File: src/rtl/pz_pkg.sv
package pz_pkg;
    // Field positions inside the pulse-count high byte
    localparam int DBL_BIT = 7;
    localparam int DIR_BIT = 6;
    localparam int BYTE_W  = 8;

    // Which physical output carries the lagging phase
    typedef enum logic {LAG_ON_B = 1'b0, LAG_ON_A = 1'b1} lag_sel_e;
endpackage

File: src/rtl/pz_accum.sv
module pz_accum #(
    parameter int PER_W = 8
) (
    input  logic             clk,
    input  logic             rst_n,
    input  logic             clr,
    input  logic             load,
    input  logic             run,
    input  logic             dbl,
    input  logic [PER_W-1:0] period,
    output logic [PER_W-1:0] acc_q,
    output logic [PER_W-1:0] acc_d,
    output logic             wrap
);
    localparam int SW = PER_W + 1;

    logic [SW-1:0] step;
    logic [SW-1:0] sum;
    logic [SW-1:0] per_x;

    always_comb begin
        step  = {{(PER_W-1){1'b0}}, dbl, !dbl};
        sum   = {1'b0, acc_q} + step;
        per_x = {1'b0, period};
        wrap  = run && (sum >= per_x);
        acc_d = acc_q;
        if (clr || load) begin
            acc_d = '0;
        end else if (run) begin
            if (wrap) begin
                acc_d = PER_W'(sum - per_x);
            end else begin
                acc_d = sum[PER_W-1:0];
            end
        end
    end

    always_ff @(posedge clk or negedge rst_n) begin
        if (!rst_n) begin
            acc_q <= '0;
        end else begin
            acc_q <= acc_d;
        end
    end

    AST_ACC_IN_PERIOD: assert property (@(posedge clk) disable iff (!rst_n)
        (run && period != '0) |-> (acc_q < period));
endmodule

File: src/rtl/pz_burst.sv
module pz_burst #(
    parameter int CNT_W = 11
) (
    input  logic             clk,
    input  logic             rst_n,
    input  logic             clr,
    input  logic             load,
    input  logic [CNT_W-1:0] load_val,
    input  logic             tick,
    output logic [CNT_W-1:0] cnt_q,
    output logic [CNT_W-1:0] cnt_d
);
    localparam logic [CNT_W-1:0] ONE = {{(CNT_W-1){1'b0}}, 1'b1};

    always_comb begin
        cnt_d = cnt_q;
        if (clr) begin
            cnt_d = '0;
        end else if (load) begin
            cnt_d = load_val;
        end else if (tick && cnt_q != '0) begin
            cnt_d = cnt_q - ONE;
        end
    end

    always_ff @(posedge clk or negedge rst_n) begin
        if (!rst_n) begin
            cnt_q <= '0;
        end else begin
            cnt_q <= cnt_d;
        end
    end

    AST_CNT_STEP: assert property (@(posedge clk) disable iff (!rst_n)
        (!clr && !load) |=> (cnt_q == $past(cnt_q) || cnt_q == $past(cnt_q) - ONE));
endmodule

File: src/rtl/pz_window.sv
module pz_window #(
    parameter int PER_W = 8
) (
    input  logic [PER_W-1:0] pos,
    input  logic [PER_W-1:0] offset,
    input  logic [PER_W-1:0] period,
    input  logic [PER_W-1:0] high,
    output logic             on
);
    localparam int SW = PER_W + 1;

    logic [SW-1:0] shifted;

    always_comb begin
        if (pos >= offset) begin
            shifted = {1'b0, pos} - {1'b0, offset};
        end else begin
            shifted = {1'b0, pos} + {1'b0, period} - {1'b0, offset};
        end
        on = shifted < {1'b0, high};
    end
endmodule

File: src/rtl/piezo_phase_gen.sv
module piezo_phase_gen
    import pz_pkg::*;
#(
    parameter int PER_W = 8,
    parameter int CNT_W = 11
) (
    input  logic        clk,
    input  logic        rst_n,
    input  logic        standby_n,
    input  logic [7:0]  period_cnt,
    input  logic [7:0]  duty_val,
    input  logic [7:0]  pulse_hi,
    input  logic [7:0]  pulse_lo,
    input  logic        start,
    output logic        phase_a,
    output logic        phase_b,
    output logic        busy
);
    localparam int HI_W = CNT_W - BYTE_W;

    typedef struct packed {
        logic [PER_W-1:0] period;
        logic [PER_W-1:0] high;
        logic [PER_W-1:0] quarter;
        lag_sel_e         lag_sel;
        logic             dbl;
        logic             out_a;
        logic             out_b;
    } state_t;

    state_t state_d, state_q;

    logic             req_run, req_stop, clr, load;
    logic [CNT_W-1:0] req_cnt, cnt_q, cnt_d;
    logic [PER_W-1:0] acc_q, acc_d;
    logic             wrap, run;
    logic [PER_W-1:0] win_off [2];
    logic             win_on  [2];

    assign req_cnt  = {pulse_hi[HI_W-1:0], pulse_lo};
    assign req_run  = start && standby_n && (req_cnt != '0);
    assign req_stop = start && standby_n && (req_cnt == '0);
    assign clr      = !standby_n || req_stop;
    assign load     = req_run;
    assign run      = cnt_q != '0;

    pz_accum #(.PER_W(PER_W)) u_accum (
        .clk    (clk),
        .rst_n  (rst_n),
        .clr    (clr),
        .load   (load),
        .run    (run),
        .dbl    (state_q.dbl),
        .period (state_q.period),
        .acc_q  (acc_q),
        .acc_d  (acc_d),
        .wrap   (wrap)
    );

    pz_burst #(.CNT_W(CNT_W)) u_burst (
        .clk      (clk),
        .rst_n    (rst_n),
        .clr      (clr),
        .load     (load),
        .load_val (req_cnt),
        .tick     (wrap),
        .cnt_q    (cnt_q),
        .cnt_d    (cnt_d)
    );

    // Window 0 is the leading phase, window 1 the lagging phase
    assign win_off[0] = '0;
    assign win_off[1] = state_d.quarter;

    for (genvar gi = 0; gi < 2; gi++) begin : g_win
        pz_window #(.PER_W(PER_W)) u_win (
            .pos    (acc_d),
            .offset (win_off[gi]),
            .period (state_d.period),
            .high   (state_d.high),
            .on     (win_on[gi])
        );
    end

    always_comb begin
        state_d = state_q;
        if (load) begin
            state_d.period  = period_cnt[PER_W-1:0];
            state_d.high    = (duty_val == '0) ? (period_cnt[PER_W-1:0] >> 1)
                                               : duty_val[PER_W-1:0];
            state_d.quarter = period_cnt[PER_W-1:0] >> 2;
            state_d.lag_sel = lag_sel_e'(pulse_hi[DIR_BIT]);
            state_d.dbl     = pulse_hi[DBL_BIT];
        end
        if (cnt_d == '0) begin
            state_d.out_a = 1'b0;
            state_d.out_b = 1'b0;
        end else if (state_d.lag_sel == LAG_ON_A) begin
            state_d.out_a = win_on[1];
            state_d.out_b = win_on[0];
        end else begin
            state_d.out_a = win_on[0];
            state_d.out_b = win_on[1];
        end
    end

    always_ff @(posedge clk or negedge rst_n) begin
        if (!rst_n) begin
            state_q <= '0;
        end else begin
            state_q <= state_d;
        end
    end

    assign phase_a = state_q.out_a;
    assign phase_b = state_q.out_b;
    assign busy    = run;

    AST_IDLE_LOW: assert property (@(posedge clk) disable iff (!rst_n)
        !busy |-> (!phase_a && !phase_b));
    AST_STANDBY_PARK: assert property (@(posedge clk) disable iff (!rst_n)
        !standby_n |=> (!busy && !phase_a && !phase_b));
    AST_ZERO_STOP: assert property (@(posedge clk) disable iff (!rst_n)
        (start && standby_n && pulse_hi[2:0] == 3'b000 && pulse_lo == 8'h00) |=> !busy);
    AST_START_LEAD: assert property (@(posedge clk) disable iff (!rst_n)
        (start && standby_n && req_cnt != '0) |=> (busy && (phase_a || phase_b)));
endmodule

File: config.mk
export PLATFORM = sky130hd
export DESIGN_NAME = piezo_phase_gen
export DESIGN_NICKNAME = d
export VERILOG_FILES = /design/src/rtl/pz_pkg.sv /design/src/rtl/pz_accum.sv /design/src/rtl/pz_burst.sv /design/src/rtl/pz_window.sv /design/src/rtl/piezo_phase_gen.sv
export SDC_FILE = /design/constraint.sdc
export NUM_CORES = 1
export LEC_CHECK = 0
export BUFFER_PORTS_ARGS = -buffer_cell sky130_fd_sc_hd__buf_2
export CAP_MARGIN = 40
export CORE_MARGIN = 3
export CORE_UTILIZATION = 60
export CTS_BUF_LIST = sky130_fd_sc_hd__clkbuf_2
export CTS_CLUSTER_DIAMETER = 100
export DETAILED_ROUTE_END_ITERATION = 8
export GPL_TIMING_DRIVEN = 0
export HOLD_SLACK_MARGIN = 0.02
export PLACE_DENSITY_LB_ADDON = 0.12
export SYNTH_ARGS = -nofsm -noshare
export SYNTH_HDL_FRONTEND = slang
export SYNTH_SLANG_ARGS = --single-unit
export TNS_END_PERCENT = 100
File: constraint.sdc
create_clock -name clk -period 8.92 [get_ports clk]
set_input_delay 1.784 -clock clk [delete_from_list [all_inputs] [get_ports clk]]
set_output_delay 1.784 -clock clk [all_outputs]
set_load 0.02 [all_outputs]
# Word level (Yosys, flattened, before mapping)
# Cells that the tools add are included.
dict set report word_totals {
  mem_bits_ro 0
  regBits 47
  memories 0
  mem_bits_rw 0
  input_bits 36
  latchBits 0
  elab_cells 46
  out_inout_bits 3
}
dict set report op_classes {
  n_reduce_logical 14
  shifts 0
  addsub 6
  n_mux 12
  n_div 0
  eq_ne 0
  order_cmp 5
  mul 0
  bitwise 0
}
# cell n
set op_table {}
lappend op_table {{11-bit two-way mux} 3}
lappend op_table {{8-bit two-way mux} 4}
lappend op_table {{26-bit two-way mux} 1}
lappend op_table {{11-bit zero test} 2}
lappend op_table {{11-bit nonzero test} 2}
lappend op_table {{9-bit by 8-bit < comparator with 1-bit output} 2}
lappend op_table {{9-bit two-way mux} 2}
lappend op_table {{11-bit by 1-bit subtractor with 11-bit output (second input constant)} 1}
lappend op_table {{8-bit by 2-bit adder with 9-bit output} 1}
lappend op_table {{8-bit by 8-bit adder with 9-bit output} 1}
lappend op_table {{9-bit by 8-bit greater-or-equal comparator with 1-bit output} 1}
lappend op_table {{8-bit by 8-bit subtractor with 9-bit output} 1}
lappend op_table {{9-bit by 8-bit subtractor with 9-bit output} 1}
lappend op_table {{8-bit by 1-bit greater-or-equal comparator with 1-bit output (second input constant)} 1}
lappend op_table {{8-bit greater-or-equal comparator} 1}
lappend op_table {{8-bit zero test} 1}
lappend op_table {{8-bit subtractor} 1}
lappend op_table {{1-bit logical AND} 5}
lappend op_table {{2-bit two-way mux} 2}
lappend op_table {{1-bit zero test} 2}
lappend op_table {{1-bit logical OR} 2}

# Longest topological paths before layout
# Gate-level depths: netlist (run 1).
dict set report logic_depth {
  depth_word 13
  mapped_depth 37
  mapped_depth_nobuf 37
}

# Cells and area by module
# A second synthesis (run 1) with hierarchy kept.
dict set report hier_totals {
  hier_cells 632
  area_unflattened_um2 5397.7
}
# module seq_area_each_um2 area_each_um2 n_inst cells_per_inst
set modules_own_cells {}
lappend modules_own_cells {{pz_window (g_win[1].u_win)} 0.0 1243.7 1 174}
lappend modules_own_cells {piezo_phase_gen 700.7 1189.9 1 94}
lappend modules_own_cells {{pz_window (g_win[0].u_win)} 0.0 1189.9 1 165}
lappend modules_own_cells {pz_accum 200.2 1044.8 1 120}
lappend modules_own_cells {pz_burst 275.3 729.4 1 79}

# Worst setup path before layout (run 1)
# OpenSTA, ideal clock, no wires.
dict set report synth_timing {
  path_type {in2reg}
  start {input port pulse_lo[5]}
  end {register state_q (netlist bit phase_a)}
  n_path_buf 2
  setup_slack_ps 2426
  setup_time_ps 133
  t_arrival_ps 6361
  path_stages 26
  t_required_ps 8787
  cell_sequence {nor4_2 > a31oi_2 > clkbuf_1 > clkbuf_1 > nand2_1 > nand2_1 > ha_1 > fa_1 > xor2_1 > xnor2_1 > ha_1 > o21ai_0 > nand2b_1 > a21o_1 > a21o_1 > a21o_1 > a21oi_1 > xnor2_1 > a211oi_1 > nor3_1 > ha_1 > nand3_1 > or3_1 > o211a_1 > o21ai_0 > a21oi_1}
}
# item line
set synth_rtl {}
lappend synth_rtl {{start: declaration} piezo_phase_gen.sv:13} ;# input logic [7:0] pulse_lo,
lappend synth_rtl {{end signal: assignment} piezo_phase_gen.sv:111} ;# state_q <= state_d;
lappend synth_rtl {{end: declaration} piezo_phase_gen.sv:31} ;# state_t state_d, state_q;

==> results_dict.tcl, run 1 <==
set metrics [dict create \
    status "finished clean" \
    p_int_uw 511 \
    fp.dieH_um 91.3 \
    clk_pin_slew_ns 0.26 \
    crit_required_ns 9.30 \
    reg2regPathDepth 36 \
    pwr-share-clk 0.096 \
    p_seq_frac 0.275 \
    postSynthAreaPerCell_um2 8.40 \
    cp-start-kind "flip-flop" \
    synth-async-reset-ratio 1.00 \
    setup_ws_ns 1.25 \
    syn_area_mm2 0.00437 \
    hold_violations 0 \
    max_stage_delay_ns 0.49 \
    slowest_stage "nor2_1" \
    fmax_mhz 130 \
    htree_levels 2 \
    ys_ff_latch 47 \
    cp_common_cell "ha_1" \
    synth_edf_count 0 \
    core_area_mm2 0.00694 \
    crit_type "reg2reg" \
    fin_worst_skew_ns 0.0272 \
    ys_seq_area_frac 0.269 \
    initial_core_util 0.629 \
    synthMostInstantiatedCell "nand2_1" \
    cp-end-kind "flip-flop" \
    post_cts_buffers 0 \
    reg2reg_from "state_q[2]$_DFFE_PN0P_" \
    cts_sinks 47 \
    r2r-end "phase_a$_DFF_PN0_" \
    cts-resized-gates 0 \
    yosys_warnings 0 \
    grt_max_degree 27 \
    place_ws_ns 1.39 \
    powerDensity_mw_per_mm2 199 \
    p_leak_uw 0.00238 \
    r2r_setup_slack_ns 1.25 \
    drtPass1Iterations 5 \
    synth_nets 607 \
    whs_endpoint "state_q[10]$_DFF_PN0_" \
    num_io_pins 39 \
    num_antenna_cells 0 \
    arrival_ns 8.05 \
    grt_pass1_vias 3842 \
    vias 3972 \
    p_sw_uw 429 \
    ys.flop_type "dfrtp_1" \
    finalSetupViolations 0 \
    hpwl_mm 9.09 \
    die_w_um 91.3 \
    ant_nets 0 \
    rsz0062_at_grt "false" \
    slew_viol_final 0 \
    drcViolationCount 0 \
    cts-root-buf "clkbuf_2" \
    p_comb_frac 0.629 \
    period_share 0.860 \
    drive_gt1_frac 0.113 \
    place.gp.congestion 0.919 \
    synthTopCellsByArea "dfrtp_1 27%, ha_1 13%, a21oi_1 5.2%, a21o_1 4.1%, nand2_1 4.1%" \
    tns_ns 0 \
    insertion_delay_ns 0.44 \
    cts_tree "done" \
    hp-start "state_q[10]$_DFF_PN0_" \
    areaGrowthSynthToFinish_pct 8.36 \
    worstMarginPinSlew_ns 0.748 \
    synth_top_area_cell "dfrtp_1" \
    rows 30 \
    cp_max_fo 10 \
    hold_path_depth 2 \
    numCtsBuffers 5 \
    cts_hold_buf 0 \
    die_area_mm2 0.00834 \
    finalCriticalPeriod_ns 7.67 \
    vdd_drop_max_mv 0.134 \
    grt_overflow 0 \
    avgRoutedWirePerCell_um 16.5 \
    syn_inst 520 \
    drt_first_iter_violations 217 \
    port_buffers 35 \
    relSlewSlack 0.497 \
    ys_types 64 \
    synth.top_cells.by_count "48 x nand2_1, 47 x dfrtp_1, 46 x ha_1, 46 x nor2_1, 45 x a21oi_1" \
    wl_mm 10.9 \
    yosys.area.top_type_share 0.269 \
    track_usage 0.269 \
    antenna_found_initial 0 \
    post_drt_via_cell_ratio 6.02 \
    fillCellCount 585 \
    p_sw_frac 0.456 \
    layout.nets 650 \
    grt_pass1_wl_mm 18.2 \
    maxCapViolations 0 \
    clockBufferDepth 2 \
    min_path_type "reg2reg" \
]
==> through the flow <==
stage / total power, µW / hold slack (ns) / instance area, µm² / utilization / std cells
floorplan: 708 / 0.455 / 4370 / - / 520
global placement: 828 / 0.490 / 4660 / 0.672 / 651
detailed placement: 844 / 0.496 / 4690 / 0.676 / 652
CTS: 939 / 0.549 / 4730 / 0.682 / 660
global route: 1030 / 0.589 / 4730 / 0.682 / 660
finish: 941 / 0.538 / 4730 / 0.682 / 660
==> cells in the final DEF (no fill, tap or decap), drive strengths merged, types with 3 or more instances in the layout <==
| cell type | instances |
|---|---|
| a211oi | 5 |
| a21o | 24 |
| a21oi | 46 |
| a311oi | 3 |
| a31oi | 8 |
| and2 | 8 |
| buf | 38 |
| clkbuf | 14 |
| clkinv | 3 |
| dfrtp | 47 |
| fa | 5 |
| ha | 46 |
| inv | 42 |
| mux2i | 7 |
| nand2 | 48 |
| nand2b | 10 |
| nand3 | 8 |
| nand4 | 4 |
| nor2 | 46 |
| nor2b | 8 |
| nor3 | 9 |
| nor4 | 7 |
| o211a | 6 |
| o211ai | 9 |
| o21a | 5 |
| o21ai | 34 |
| or3 | 3 |
| xnor2 | 20 |
| xor2 | 19 |
==> worst max path at each step <==
| stage | from | endpoint | slack, ns | cells after the start |
|---|---|---|---|---|
| after floorplan | pulse_lo[5] | phase_a$_DFF_PN0_ | 2.43 | 26 |
| after global placement | pulse_lo[0] | phase_b$_DFF_PN0_ | 1.45 | 28 |
| after detailed placement | state_q[2]$_DFFE_PN0P_ | phase_a$_DFF_PN0_ | 1.39 | 36 |
| after CTS | state_q[2]$_DFFE_PN0P_ | phase_a$_DFF_PN0_ | 1.29 | 36 |
| after global routing | state_q[2]$_DFFE_PN0P_ | phase_a$_DFF_PN0_ | 0.66 | 35 |
| final | state_q[2]$_DFFE_PN0P_ | phase_a$_DFF_PN0_ | 1.25 | 36 |
==> worst max-delay path: cells and delay by family (launching register included) <==
kind | cells | cell delay (ns)
AOI/OAI and AO/OA | 14 | 2.42
xor gates and xnor gates | 3 | 0.48
adders and majority gates | 6 | 1.88
buffers and inverters | 3 | 0.51
DFF | 1 | 0.46
and+or+nand+nor | 10 | 1.83
==> sequential cells by signal, summed over array words and instances (netlist names) <==
signal         cells
state_q           26
u_accum.acc_q      8
phase_a            1
u_burst.cnt_q     11
phase_b            1
==> power by group through the flow <==
stage	Sequential [µW]	Clock [µW]	Combinational, µW
floorplan	265	0	444
global placement	261	0	567
detailed placement	262	0	582
CTS	258	92.2	588
global route	262	101	666
finish	258	90.4	592
==> metal layers <==
layer | global-route usage | part of all wire | vias to the layer above
li1 | - | - | 1953
met1 | 0.354 | 0.44 | 1894
met2 | 0.438 | 0.47 | 97
met3 | 0.0447 | 0.044 | 28
met4 | 0.109 | 0.039 | 0
met5 | 0 | 0 | -
==> area by class of cell <==
cell class / instances / area (µm²) / area share
buffer: 11 / 48.8 / 0.0103
clock buffer: 5 / 25.0 / 0.00529
inverter: 42 / 159 / 0.0336
clock inverter: 3 / 17.5 / 0.00370
tap: 96 / 120 / 0.0254
timing repair buffer: 36 / 203 / 0.0428
multi-input combinational: 420 / 2990 / 0.631
sequential: 47 / 1180 / 0.248
==> cell families after synthesis <==
| family | share of synthesized area |
|---|---|
| XOR/XNOR | 0.0782 |
| multiplexers | 0.0186 |
| AO/OA/AOI/OAI | 0.249 |
| adder cells (fa/ha/maj) | 0.155 |
| flip-flops | 0.269 |
| AND/OR/NAND/NOR | 0.182 |
| buffers and inverters | 0.0475 |
Note: power is estimated with default switching activity, not from simulation.
==> inputs of run 2 (changes only) <==
- REMOVE_ABC_BUFFERS: default -> 1
==> run 2 against run 1 <==
- clock skew up 0.00089 ns
- sequential cell count unchanged
- power up 3.6%
==> results_dict.tcl, run 2 (synthesis results as in run 1) <==
set metrics [dict create \
    rsz0062_at_grt "false" \
    hpwl_mm 8.90 \
    whs_endpoint "state_q[10]$_DFF_PN0_" \
    num_antenna_cells 0 \
    track_usage 0.275 \
    layout.nets 641 \
    rows 30 \
    vdd_drop_max_mv 0.147 \
    maxCapViolations 0 \
    arrival_ns 8.03 \
    drcViolationCount 0 \
    layout_common_cells "48 x nand2_1, 47 x dfrtp_1, 46 x nor2_1, 46 x ha_1, 45 x a21oi_1" \
    slowest_stage "fa_1" \
    grt_max_degree 37 \
    areaGrowthSynthToFinish_pct 8.56 \
    slew_viol_final 0 \
    max_stage_delay_ns 0.49 \
    finalSetupViolations 0 \
    tns_ns 0 \
    core_area_mm2 0.00694 \
    hold_slack_ns 0.546 \
    top_regs "state_q x26, u_burst.cnt_q x11, u_accum.acc_q x8" \
    die_area_mm2 0.00834 \
    fin_worst_skew_ns 0.0280 \
    min_path_type "reg2reg" \
    finalCriticalPeriod_ns 7.69 \
    cts_tree "done" \
    fmax_mhz 130 \
    hold_path_depth 2 \
    crit_type "reg2reg" \
    p_leak_uw 0.00238 \
    relSlewSlack 0.466 \
    port_buffers 35 \
    post_drt_via_cell_ratio 5.91 \
    numCtsBuffers 5 \
    reg2regPathDepth 35 \
    worstMarginPinSlew_ns 0.794 \
    initial_core_util 0.629 \
    period_share 0.863 \
    htree_levels 2 \
    cp-start-kind "flip-flop" \
    die_w_um 91.3 \
    place_inst 642 \
    grt_overflow 0 \
    grt_pass1_vias 3829 \
    r2r_setup_slack_ns 1.23 \
    largest_register "state_q" \
    insertion_delay_ns 0.46 \
    r2r-end "phase_a$_DFF_PN0_" \
    drt_first_iter_violations 179 \
    largest_reg_flops 26 \
    grt_pass1_wl_mm 18.4 \
    cts_sinks 47 \
    reg2reg_from "state_q[2]$_DFFE_PN0P_" \
    cp_max_fo 11 \
    fp.dieH_um 91.3 \
    num_io_pins 39 \
    cp-end-kind "flip-flop" \
    clockBufferDepth 2 \
    ant_nets 0 \
    clk_pin_slew_ns 0.25 \
    cts-resized-gates 0 \
    wl_mm 11.0 \
    powerDensity_mw_per_mm2 205 \
    antenna_found_initial 0 \
    cts-root-buf "clkbuf_2" \
    cts_hold_buf 0 \
    crit_required_ns 9.25 \
    p_total_uw 975 \
    place.gp.congestion 0.948 \
    drive_gt1_frac 0.117 \
    drtPass1Iterations 4 \
    hp-start "state_q[10]$_DFF_PN0_" \
    post_cts_buffers 0 \
    final_cells 651 \
    vias 3849 \
    layout_commonest_cell "nand2_1" \
    hold_violations 0 \
    avgRoutedWirePerCell_um 17.0 \
    status "finished clean" \
]
-- run 2: area by class of cell --
cell class | count | area, µm²
multi-input cells | 420 | 2990
fillers | 584 | 2200
flip-flops and latches | 47 | 1180
repair buffers | 38 | 223
inverters | 42 | 159
well taps | 96 | 120
clock inverters | 3 | 46.3
clock buffers | 5 | 25.0
-- run 2: per-layer routing --
metal  global-route usage  up-vias  share of wire
met3               0.0307       16          0.043
li1                     -     1934              -
met4               0.0879        0          0.022
met1                0.376     1824           0.45
met5                    0        -              0
met2                0.457       75           0.48
-- run 2: worst max path at each step --
stage | slack (ns) | to | from | cells past startpoint
CTS | 1.28 | phase_a$_DFF_PN0_ | state_q[2]$_DFFE_PN0P_ | 35
detailed placement | 1.31 | phase_a$_DFF_PN0_ | state_q[2]$_DFFE_PN0P_ | 35
floorplan | 2.19 | phase_a$_DFF_PN0_ | state_q[2]$_DFFE_PN0P_ | 34
finish | 1.23 | phase_a$_DFF_PN0_ | state_q[2]$_DFFE_PN0P_ | 35
global route | 0.61 | phase_a$_DFF_PN0_ | state_q[2]$_DFFE_PN0P_ | 35
global placement | 1.14 | phase_a$_DFF_PN0_ | state_q[2]$_DFFE_PN0P_ | 34
-- run 2: report_power, final --
| group | leakage [µW] | internal [µW] | total [µW] | switching (µW) |
|---|---|---|---|---|
| sequential | 0.000595 | 240 | 259 | 18.2 |
| combinational | 0.00175 | 251 | 592 | 341 |
| clock | 0.0000396 | 48.2 | 124 | 75.8 |
| total | 0.00238 | 539 | 975 | 435 |
-- run 2: worst max-delay path, delay by kind of cell (launching register included) --
| family | cells | cell delay, ns |
|---|---|---|
| xor gates and xnor gates | 4 | 0.57 |
| AOI/OAI and AO/OA | 14 | 2.46 |
| DFF | 1 | 0.45 |
| and+or+nand+nor | 9 | 1.77 |
| buffers and inverters | 2 | 0.31 |
| adders and majority gates | 6 | 2.02 |
-- run 2: per-stage QoR --
step	instance area (µm²)	setup WS, ns	util
after floorplan	4320	2.19	-
after global routing	4740	0.611	0.683
after global placement	4620	1.14	0.665
after CTS	4720	1.28	0.680
after detailed placement	4650	1.31	0.670
final	4740	1.23	0.683
==> inputs of run 3 (changes only) <==
- CORE_UTILIZATION: 60 -> 35
==> run 3 against run 2 <==
- count of clock-buffer cells in the layout stayed put
- non-clock buffer count is 1 higher
- global-route usage is 9.8 points lower
- maximum frequency hardly changed
- first-iteration DRC count is 30% higher
- clock skew is 0.0016 ns lower
- core utilization is 28 points lower
- sequential cell count stayed put
- clock power hardly changed
- power is 0.25% lower
- sequential share of layout area is 0.55 points lower
- cell count is 11% higher
- largest cell class unchanged
==> results_dict.tcl, run 3 (synthesis results as in run 1) <==
set metrics [dict create \
    cts_tree "done" \
    r2r_setup_slack_ns 1.22 \
    drive_gt1_frac 0.117 \
    finalCriticalPeriod_ns 7.70 \
    fillCellCount 1288 \
    track_usage 0.178 \
    vias 3872 \
    drcViolationCount 0 \
    reg2regPathDepth 34 \
    avgRoutedWirePerCell_um 16.4 \
    slew_viol_final 0 \
    drtPass1Iterations 5 \
    port_buffers 35 \
    layout_common_cells "48 x nand2_1, 47 x dfrtp_1, 46 x nor2_1, 46 x ha_1, 45 x a21oi_1" \
    grt_max_degree 28 \
    post_drt_via_cell_ratio 5.34 \
    drt_first_iter_violations 233 \
    worstMarginPinSlew_ns 0.741 \
    fp.dieH_um 118 \
    cts-resized-gates 0 \
    clockBufferDepth 2 \
    cts_hold_buf 0 \
    hpwl_mm 9.77 \
    hold_violations 0 \
    antenna_found_initial 1 \
    maxCapViolations 0 \
    p_leak_uw 0.00239 \
    cts_sinks 47 \
    largest_register "state_q" \
    min_path_type "reg2reg" \
    grt_pass1_vias 3853 \
    slowest_stage "nor2_1" \
    ant_nets 0 \
    powerDensity_mw_per_mm2 200 \
    cp-start-kind "flip-flop" \
    place.gp.congestion 0.796 \
    status "finished clean" \
    arrival_ns 8.05 \
    reg2reg_from "state_q[2]$_DFFE_PN0P_" \
    place_area_mm2 0.00478 \
    tns_ns 0 \
    largest_reg_flops 26 \
    fin_worst_skew_ns 0.0265 \
    finalSetupViolations 0 \
    insertion_delay_ns 0.47 \
    wl_mm 11.9 \
    areaGrowthSynthToFinish_pct 11.0 \
    setup.worst_path.start "state_q[2]$_DFFE_PN0P_" \
    initial_core_util 0.361 \
    max_stage_delay_ns 0.53 \
    htree_levels 2 \
    numCtsBuffers 5 \
    relSlewSlack 0.502 \
    rows 40 \
    cp-end-kind "flip-flop" \
    die_w_um 118 \
    core_area_mm2 0.0121 \
    fmax_mhz 130 \
    die_area_mm2 0.0139 \
    clk_pin_slew_ns 0.24 \
    layout_commonest_cell "nand2_1" \
    hp-start "state_q[11]$_DFF_PN0_" \
    cp_max_fo 9 \
    r2r-end "phase_a$_DFF_PN0_" \
    grt_overflow 0 \
    period_share 0.863 \
    endpoint "phase_a$_DFF_PN0_" \
    post_cts_buffers 0 \
    utilization 0.401 \
    rsz0062_at_grt "false" \
    crit_required_ns 9.28 \
    cts-root-buf "clkbuf_2" \
    stdcell_area_mm2 0.00485 \
    num_io_pins 39 \
    layout.nets 642 \
    p_total_uw 972 \
    top_regs "state_q x26, u_burst.cnt_q x11, u_accum.acc_q x8" \
    grt_pass1_wl_mm 20.0 \
    crit_type "reg2reg" \
    vdd_drop_max_mv 0.0682 \
]
## run 3: worst min path at each step
stage	endpoint	slack, ns	cells past startpoint
after floorplan	state_q[11]$_DFF_PN0_	0.45	2
after global placement	state_q[4]$_DFF_PN0_	0.51	2
after detailed placement	state_q[4]$_DFF_PN0_	0.51	2
after CTS	state_q[4]$_DFF_PN0_	0.56	2
after global routing	state_q[4]$_DFF_PN0_	0.59	2
final	state_q[11]$_DFF_PN0_	0.55	2
## run 3: report_power, final
part	total (µW)	internal, µW	switching (µW)
sequential	258	240	17.9
combinational	592	250	342
clock	122	47.5	74.8
## run 3: final cells by class
cell class / instances / area, µm² / area share
multi-input cells: 420 / 2990 / 0.617
repair buffers: 39 / 241 / 0.0498
clock inverters: 3 / 42.5 / 0.00877
inverters: 42 / 159 / 0.0328
flip-flops and latches: 47 / 1180 / 0.242
diodes: 1 / 2.50 / 0.000516
clock buffers: 5 / 25.0 / 0.00516
well taps: 168 / 210 / 0.0433
## run 3: metrics by stage
step	std cells	hold WS, ns	setup WS, ns
floorplan	509	0.455	2.19
global placement	712	0.508	1.02
detailed placement	716	0.513	1.22
CTS	724	0.562	1.18
global route	725	0.587	0.596
finish	725	0.547	1.22
## run 3: per-layer routing
metal	track usage	up-vias	share of wire	routed length, µm
met4	0.0469	0	0.013	157
met3	0.0173	10	0.029	351
li1	-	1938	-	-
met1	0.248	1865	0.49	5800
met2	0.295	59	0.47	5590
met5	0	-	0	0
## run 3: critical path, delay by kind of cell (launching register included)
| kind | cells | cell delay, ns |
|---|---|---|
| buffers and inverters | 1 | 0.07 |
| adders and majority gates | 6 | 1.99 |
| and+or+nand+nor | 9 | 1.94 |
| xor gates and xnor gates | 4 | 0.61 |
| DFF | 1 | 0.45 |
| AOI/OAI and AO/OA | 14 | 2.55 |
